File: config.mk
export PLATFORM = sky130hd
export DESIGN_NAME = sdf_line_framer
export DESIGN_NICKNAME = d
export VERILOG_FILES = /design/src/rtl/sdf_pkg.sv /design/src/rtl/sdf_tx_enc.sv /design/src/rtl/sdf_rx_window.sv /design/src/rtl/sdf_rx_lock.sv /design/src/rtl/sdf_line_framer.sv
export SDC_FILE = /design/constraint.sdc
export NUM_CORES = 1
export LEC_CHECK = 0
export BUFFER_PORTS_ARGS = -buffer_cell sky130_fd_sc_hd__buf_2
export CORE_UTILIZATION = 25
export DETAILED_ROUTE_END_ITERATION = 16
export RECOVER_POWER = 50
export REMOVE_ABC_BUFFERS = 1
export SETUP_SLACK_MARGIN = 0.3
export SYNTH_ARGS = -nofsm -noshare
export SYNTH_HDL_FRONTEND = slang
export SYNTH_SLANG_ARGS = --single-unit
File: constraint.sdc
create_clock -name clk -period 1.7 [get_ports clk]
set_input_delay 0.085 -clock clk [delete_from_list [all_inputs] [get_ports clk]]
set_output_delay 0.085 -clock clk [all_outputs]
set_load 0.01 [all_outputs]
File: src/rtl/sdf_pkg.sv
package sdf_pkg;
  // Symbol geometry follows from the line format: marker, data, inverse.
  localparam int MARK_W = 4;
  localparam int SYM_W  = MARK_W + 2;
  localparam int PH_W   = $clog2(SYM_W);
  localparam logic [MARK_W-1:0] MARK = 4'b0110;

  typedef enum logic [1:0] {
    ST_SEARCH = 2'd0,
    ST_VERIFY = 2'd1,
    ST_LOCKED = 2'd2
  } lock_st_t;

  // Line bit at position idx (0 = first sent) for data bit d.
  function automatic logic sym_bit(input int unsigned idx, input logic d);
    if (idx < MARK_W) return MARK[MARK_W-1-idx];
    else if (idx == MARK_W) return d;
    else return ~d;
  endfunction

  // Window: bit SYM_W-1 is the oldest received bit.
  function automatic logic win_check(input logic [SYM_W-1:0] w);
    return (w[SYM_W-1:2] == MARK) && (w[1] != w[0]);
  endfunction
endpackage

File: src/rtl/sdf_tx_enc.sv
module sdf_tx_enc
  import sdf_pkg::*;
(
  input  logic clk,
  input  logic rst,
  input  logic sample_bit,
  output logic tx_take,
  output logic line_tx
);
  logic [PH_W-1:0] phase_q;
  logic            held_q;

  assign tx_take = (phase_q == PH_W'(SYM_W-1));

  always_ff @(posedge clk) begin
    if (rst) begin
      phase_q <= '0;
      held_q  <= 1'b0;
    end else if (tx_take) begin
      phase_q <= '0;
      held_q  <= sample_bit;
    end else begin
      phase_q <= phase_q + 1'b1;
    end
  end

  assign line_tx = sym_bit(int'(phase_q), held_q);

  // the last bit of a symbol is the inverse of the one before it.
  assert_compl_R1: assert property (@(posedge clk) disable iff (rst)
    (phase_q == PH_W'(SYM_W-1)) |-> (line_tx != $past(line_tx)));
  // the marker gives a rising edge between its first two bits.
  assert_marker_edge_R2: assert property (@(posedge clk) disable iff (rst)
    (phase_q == PH_W'(1)) |-> (line_tx && !$past(line_tx)));
endmodule

File: src/rtl/sdf_rx_window.sv
module sdf_rx_window
  import sdf_pkg::*;
(
  input  logic clk,
  input  logic rst,
  input  logic line_rx,
  output logic win_good,
  output logic win_data
);
  logic [SYM_W-1:0] sr_q;

  always_ff @(posedge clk) begin
    if (rst) sr_q <= '0;
    else     sr_q <= {sr_q[SYM_W-2:0], line_rx};
  end

  assign win_good = win_check(sr_q);
  assign win_data = sr_q[1];
endmodule

File: src/rtl/sdf_rx_lock.sv
module sdf_rx_lock
  import sdf_pkg::*;
#(
  parameter int LOCK_GOOD = 4,
  parameter int LOCK_BAD  = 3
) (
  input  logic clk,
  input  logic rst,
  input  logic win_good,
  input  logic win_data,
  output logic rx_bit,
  output logic rx_valid,
  output logic rx_locked,
  output logic rx_err
);
  localparam int GW = $clog2(LOCK_GOOD + 1);
  localparam int BW = $clog2(LOCK_BAD + 1);

  lock_st_t        st_q;
  logic [PH_W-1:0] slot_q;
  logic [GW-1:0]   good_q;
  logic [BW-1:0]   bad_q;

  // Named internal events for the checks below.
  logic eval_now;
  logic eval_bad_locked;
  assign eval_now        = (st_q != ST_SEARCH) && (slot_q == PH_W'(SYM_W-1));
  assign eval_bad_locked = eval_now && (st_q == ST_LOCKED) && !win_good;

  always_ff @(posedge clk) begin
    if (rst) begin
      st_q     <= ST_SEARCH;
      slot_q   <= '0;
      good_q   <= '0;
      bad_q    <= '0;
      rx_bit   <= 1'b0;
      rx_valid <= 1'b0;
      rx_err   <= 1'b0;
    end else begin
      rx_valid <= 1'b0;
      rx_err   <= 1'b0;
      slot_q   <= (slot_q == PH_W'(SYM_W-1)) ? '0 : slot_q + 1'b1;
      case (st_q)
        ST_SEARCH: begin
          if (win_good) begin
            slot_q <= '0;
            good_q <= GW'(1);
            if (LOCK_GOOD <= 1) begin
              st_q     <= ST_LOCKED;
              rx_valid <= 1'b1;
              rx_bit   <= win_data;
            end else begin
              st_q <= ST_VERIFY;
            end
          end
        end
        ST_VERIFY: begin
          if (eval_now) begin
            if (!win_good) begin
              st_q <= ST_SEARCH;
            end else if (good_q + 1'b1 >= GW'(LOCK_GOOD)) begin
              st_q     <= ST_LOCKED;
              bad_q    <= '0;
              rx_valid <= 1'b1;
              rx_bit   <= win_data;
            end else begin
              good_q <= good_q + 1'b1;
            end
          end
        end
        ST_LOCKED: begin
          if (eval_now) begin
            if (win_good) begin
              bad_q    <= '0;
              rx_valid <= 1'b1;
              rx_bit   <= win_data;
            end else begin
              rx_err <= 1'b1;
              if (bad_q + 1'b1 >= BW'(LOCK_BAD)) begin
                st_q  <= ST_SEARCH;
                bad_q <= '0;
              end else begin
                bad_q <= bad_q + 1'b1;
              end
            end
          end
        end
        default: st_q <= ST_SEARCH;
      endcase
    end
  end

  assign rx_locked = (st_q == ST_LOCKED);

  // a recovered bit is only delivered while locked.
  assert_valid_locked_R5: assert property (@(posedge clk) disable iff (rst)
    rx_valid |-> rx_locked);
  // the output bit only moves with a strobe.
  assert_hold_bit_R8: assert property (@(posedge clk) disable iff (rst)
    !$stable(rx_bit) |-> rx_valid);
  // lock is only lost right after a bad window seen in lock.
  assert_drop_cause_R7: assert property (@(posedge clk) disable iff (rst)
    $fell(rx_locked) |-> $past(eval_bad_locked));
  // lock is only gained on a good window.
  assert_lock_gain_R4: assert property (@(posedge clk) disable iff (rst)
    $rose(rx_locked) |-> $past(win_good));
  // error and valid strobes never coincide.
  assert_err_excl_R6: assert property (@(posedge clk) disable iff (rst)
    !(rx_err && rx_valid));
endmodule

File: src/rtl/sdf_line_framer.sv
module sdf_line_framer #(
  parameter int LOCK_GOOD = 4,
  parameter int LOCK_BAD  = 3
) (
  input  logic clk,
  input  logic rst,
  input  logic sample_bit,
  output logic tx_take,
  output logic line_tx,
  input  logic line_rx,
  output logic rx_bit,
  output logic rx_valid,
  output logic rx_locked,
  output logic rx_err
);
  logic win_good;
  logic win_data;

  sdf_tx_enc u_tx (
    .clk        (clk),
    .rst        (rst),
    .sample_bit (sample_bit),
    .tx_take    (tx_take),
    .line_tx    (line_tx)
  );

  sdf_rx_window u_win (
    .clk      (clk),
    .rst      (rst),
    .line_rx  (line_rx),
    .win_good (win_good),
    .win_data (win_data)
  );

  sdf_rx_lock #(
    .LOCK_GOOD (LOCK_GOOD),
    .LOCK_BAD  (LOCK_BAD)
  ) u_lock (
    .clk       (clk),
    .rst       (rst),
    .win_good  (win_good),
    .win_data  (win_data),
    .rx_bit    (rx_bit),
    .rx_valid  (rx_valid),
    .rx_locked (rx_locked),
    .rx_err    (rx_err)
  );
endmodule

**Word-level counts from Yosys, hierarchy flattened**

Index checks and enable logic that the tools add are counted.

- Muxes and demuxes: 40
- Add/subtract/negate cells: 5
- Bitwise logic cells: 3
- Reductions and logical operators: 12
- Equality and inequality tests: 17
- $lt $le $gt $ge: 4

Operator list:

| cell | count |
|---|---|
| < comparator 32 x 3 -> 1 bit, second input constant | 1 |
| two-way mux 2 bit | 13 |
| two-way mux 3 bit | 7 |
| two-way mux 1 bit | 14 |
| != test 2 x 1 -> 1 bit, second input constant | 7 |
| AND reduction 6 bit | 2 |
| AND reduction 5 bit | 2 |
| adder 3 x 1 -> 3 bit, second input constant | 3 |
| == test 3 bit, second input constant | 3 |
| one-hot mux 2 bit (3 select lines) | 1 |
| one-hot mux 3 bit (2 select lines) | 1 |
| nonzero test 2 bit | 3 |
| == test 4 x 3 -> 1 bit, second input constant | 1 |
| != test 2 bit, second input constant | 2 |
| one-hot mux 1 bit (2 select lines) | 2 |
| one-hot mux 2 bit (2 select lines) | 1 |
| subtractor 2 x 3 -> 4 bit, first input constant | 1 |
| greater-or-equal comparator 3 bit, second input constant | 1 |
| < comparator 3 bit, second input constant | 1 |
| != test 3 bit, second input constant | 1 |
| NOT 1 bit | 3 |
| OR reduction 3 bit | 1 |
| adder 2 x 1 -> 2 bit, second input constant | 1 |
| binary-select mux 1 bit (select 2 bit) | 1 |
| 7 further kinds | 8 |

- Input bits: 4
- Output and inout bits: 6
- Register bits after elaboration: 23

**Logic depth before layout (Yosys ltp)**

- Word-level depth: 6
- Gate-level depth with buffers: 7

**By module**

Synthesis repeated with hierarchy kept, for this count alone.

- Cell total of the unflattened synthesis: 114
- Area total of the unflattened synthesis: 1078.5 um^2

Modules (own cells, without submodules):

| module | area an instance (um^2) | sequential area each (um^2) | cells an instance | instances |
|---|---|---|---|---|
| sdf_rx_lock | 704.4 | 260.2 | 79 | 1 |
| sdf_tx_enc | 192.7 | 80.1 | 20 | 1 |
| sdf_rx_window | 181.4 | 120.1 | 15 | 1 |

**Worst setup path before layout**

Ideal clock, no wire load.

- Path kind: reg-to-reg
- From: reg u_lock.st_q[0]
- To: reg u_lock.bad_q[1]
- Period minus slack after synthesis: 1.697 ns
- Library setup time: 0.123 ns
- Arrival: 1.574 ns
- Cell stages (with the launch flop): 7
- Slack: 0.003 ns
- Cells stage by stage: dfxtp_1 inv_1 ha_1 and4bb_2 clkbuf_2 a31oi_1 a311o_2

- Word-level cells in the longest chain between the ends: 4

Ends and longest elaborated chain:

| element | line | source |
|---|---|---|
| start, declared | sdf_rx_lock.sv:19 | `lock_st_t st_q;` |
| start signal, assigned | sdf_rx_lock.sv:32 | `st_q <= ST_SEARCH;` |
| start signal, assigned | sdf_rx_lock.sv:49 | `st_q <= ST_LOCKED;` |
| start signal, assigned | sdf_rx_lock.sv:53 | `st_q <= ST_VERIFY;` |
| nonzero test 2 bit | sdf_rx_lock.sv:27 | `assign eval_now = (st_q != ST_SEARCH) && (slot_q == PH_W'(SYM_W-1));` |
| logical AND 1 bit | sdf_rx_lock.sv:27 |  |
| != test 2 x 1 -> 1 bit (no line) | -- |  |
| AND reduction 5 bit (no line) | -- |  |
| end signal, assigned | sdf_rx_lock.sv:83 | `bad_q <= bad_q + 1'b1;` |
| end, declared | sdf_rx_lock.sv:22 | `logic [BW-1:0] bad_q;` |

Several ways; a longest one is shown, not always the timed one.
A chain may end at the register's enable or synchronous reset.

**Worst setup path after layout**

Same ends and word-level chain as after synthesis.

==> flow_summary.yaml <==
timing:
  min_period_over_period_pct: 93.1
  layout_min_cycle_time_ns: 1.58
  rsz0062_at_grt: "yes"
  worst_pin_slew_ns: 1.02
  finalSetupViolCount: 0
  fmax_ghz: 0.632
  skew_ns: 0.00160
  hold_viol_final: 0
  finalMaxSlewViolations: 0
  setup_tns_ns: 0
  relSlewSlack_pct: 31.9
  worst_slack_ns: 0.117
placement:
  port_buffers: 9
  dp_slack_ns: 0.0128
  place.gp.congestion: 0.828
  detailedPlacementHpwl_um: 1540
final_layout:
  mostFrequentLayoutCell: "dfxtp_1"
  areaGrowthSynthToFinish_pct: 28.4
  multiInputGateArea_sq_um: 669
  fillers: 427
  fin_util_pct: 34.2
  diodes: 0
  layout_common_cells: "20 x dfxtp_1, 10 x nor2_1, 9 x buf_4"
  seqCellArea_sq_um: 464
  drive_gt1_share_pct: 34.8
  nNetsFinal: 143
drt:
  viasPerCell: 4.86
  drtIter0Drc: 31
  drt_first_pass_iters: 4
  wl_per_cell_um: 13.6
  route.vias.total: 885
  wirelength_um: 2480
  detail-route-antenna-nets: 0
  drcViolationCount: 0
hold_path:
  hold-path-endpoint: "u_win.sr_q[0]"
  hold_path_startpoint: "line_rx"
  whs_path_depth: 2
  min_path_type: "in -> reg"
clocking:
  cts_tree: "built"
  clockBufferDepth: 2
  clockRootBuffer: "clkbuf_8"
  htreeDepth: 1
  cts_sinks: 23
  numCtsBuffers: 3
  clkTransAtPathRegs_ns: 0.08
  ctsHoldBuffers: 0
  clk_latency_ns: 0.26
critical_path:
  rrSetupSlack_ns: 0.12
  end_kind: "register"
  critPathBufInv: 1
  reg2reg_from: "u_lock.st_q[0]"
  critPathKind: "reg -> reg"
  cp_max_fo: 7
  critical_path.top_delay_family: "compound AO/OA/AOI/OAI gates"
  critical-path-max-stage-delay_ns: 0.39
  critPathLaunchType: "register"
  worst-r2r-cell-count: 5
  cp_data_arrival_time_ns: 1.74
  cp_cell_sequence: "inv_4 -> ha_4 -> and4bb_4 -> a31oi_2 -> a311o_2"
  r2r_end: "u_lock.bad_q[1]"
  cpMaxStageDelayCell: "a311o_2"
  crit_required_ns: 1.86
logic_synthesis:
  synthMuxAreaShare_pct: 4.83
  synth_seq_area_share_pct: 42.3
  postSynthAreaPerCell_sq_um: 9.47
  synthSimpleGateAreaFrac_pct: 23.3
  synthFlopType: "dfxtp_1"
  ys_types: 44
  synth_xor_area_share_pct: 2.41
  async_reset_ff_share_pct: 0
  synth_edf_count: 0
  syn_inst: 115
  synth_area_sq_mm: 0.00109
  synth_top_family_by_area: "simple AND/OR/NAND/NOR gates"
  synth_compound_gate_area_share_pct: 15.1
  synthAdderAreaFrac_pct: 6.90
  ys_warn_count: 0
  synth_seq_cells: 23
floorplanning:
  die_w_um: 68.0
  rows: 23
  coreArea_sq_mm: 0.00409
  dieArea_sq_mm: 0.00462
  num_io_pins: 10
  start_util_pct: 26.6
  die_y_um: 68.0
global_routing:
  grt_max_degree: 21
  overflow: 0
  track_usage_pct: 12.4
  grt_pass1_wl_um: 4140
  grt_antenna_before_repair: 0
  grt_pass1_vias: 846
pwr:
  p_per_area_mw_per_mm2: 697
  p_comb_share_pct: 6.5
  irDropWorstVdd_mv: 0.258
  switchingPower_mw: 0.227
  power_frac_seq_pct: 58.6
  cell_internal_pwr_mw: 0.747
  clkPwrFrac_pct: 35.0
  p_leak_nw: 0.536
  sw_frac_of_total_pct: 23.3
run:
  maxCapViolations: 0
run_status:
  status: "complete, no violations"
-- per-stage QoR --
| step | power [mW] | area, sq um | cells | hold slack, ns |
|---|---|---|---|---|
| after floorplan | 0.615 | 1050 | 108 | 0.154 |
| after global placement | 0.636 | 1200 | 172 | 0.299 |
| after detailed placement | 0.640 | 1200 | 172 | 0.330 |
| after CTS | 0.982 | 1370 | 180 | 0.0520 |
| after global routing | 1.02 | 1400 | 182 | 0.0542 |
| final | 0.974 | 1400 | 182 | 0.0430 |
-- area by class of cell --
| class | instances | share of cell area, % |
|---|---|---|
| Multi-Input combinational cell | 79 | 47.9 |
| Clock inverter | 1 | 0.358 |
| Tap cell | 50 | 4.48 |
| Inverter | 6 | 1.79 |
| Timing Repair Buffer | 20 | 9.31 |
| Sequential cell | 23 | 33.2 |
| Clock buffer | 3 | 2.95 |
-- layer usage --
layer | track usage (%) | up-vias | share of wire (%)
met2 | 22.3 | 14 | 52
met1 | 13.9 | 426 | 44
met3 | 2.50 | 5 | 2.1
met5 | 0 | - | 0
li1 | - | 440 | -
met4 | 5.47 | 0 | 1.9
-- power by group through the flow --
stage               registers [mW]  clock network [mW]  logic, mW
floorplan                    0.577                   0     0.0382
global placement             0.579                   0     0.0572
detailed placement           0.580                   0     0.0602
CTS                          0.569               0.350     0.0625
global route                 0.573               0.376     0.0708
finish                       0.570               0.341     0.0629
-- cells by family after synthesis --
| kind of cell | Yosys count |
|---|---|
| and+or+nand+nor | 43 |
| AOI/OAI and AO/OA | 22 |
| buffers and inverters | 13 |
| muxes | 5 |
| adders and majority gates | 6 |
| DFF | 23 |
| xor gates and xnor gates | 3 |
-- registers in the layout, indices dropped and copies added (netlist names), 2 cells and up --
| signal | cells |
|---|---|
| u_lock.st_q | 2 |
| u_lock.good_q | 3 |
| u_win.sr_q | 6 |
| u_lock.slot_q | 3 |
| u_tx.phase_q | 3 |
| u_lock.bad_q | 2 |
-- worst max path at each step --
stage | from | end | slack (ns) | cells after the start
6_report | u_lock.st_q[0] | u_lock.bad_q[1] | 0.12 | 5
4_1_cts | u_lock.st_q[0] | u_lock.bad_q[1] | 0.13 | 6
2_1_floorplan | u_lock.st_q[0] | u_lock.bad_q[1] | 0.05 | 5
3_5_place_dp | u_lock.st_q[1] | u_lock.bad_q[1] | 0.01 | 6
5_1_grt | u_lock.st_q[0] | u_lock.bad_q[1] | 0.05 | 6
3_3_place_gp | u_lock.st_q[1] | u_lock.bad_q[1] | 0.08 | 6
-- repair_timing --
action                                  CTS  global route
endpoints found under the setup margin    9            11
gates resized for setup                  23             6
buffers inserted                          4             2
pin swaps                                10             7
-- synthesized netlist by cell type, types with 3 or more instances --
master	number	area [sq um]
mux2i_1	3	30.0
ha_1	6	75.1
a31oi_1	3	18.8
nor2b_1	8	50.1
dfxtp_1	23	460
inv_1	6	22.5
nor2_1	11	41.3
nand2_1	5	18.8
a21oi_1	4	20.0
o21ai_0	4	20.0
Power figures use the tool's default switching activity.
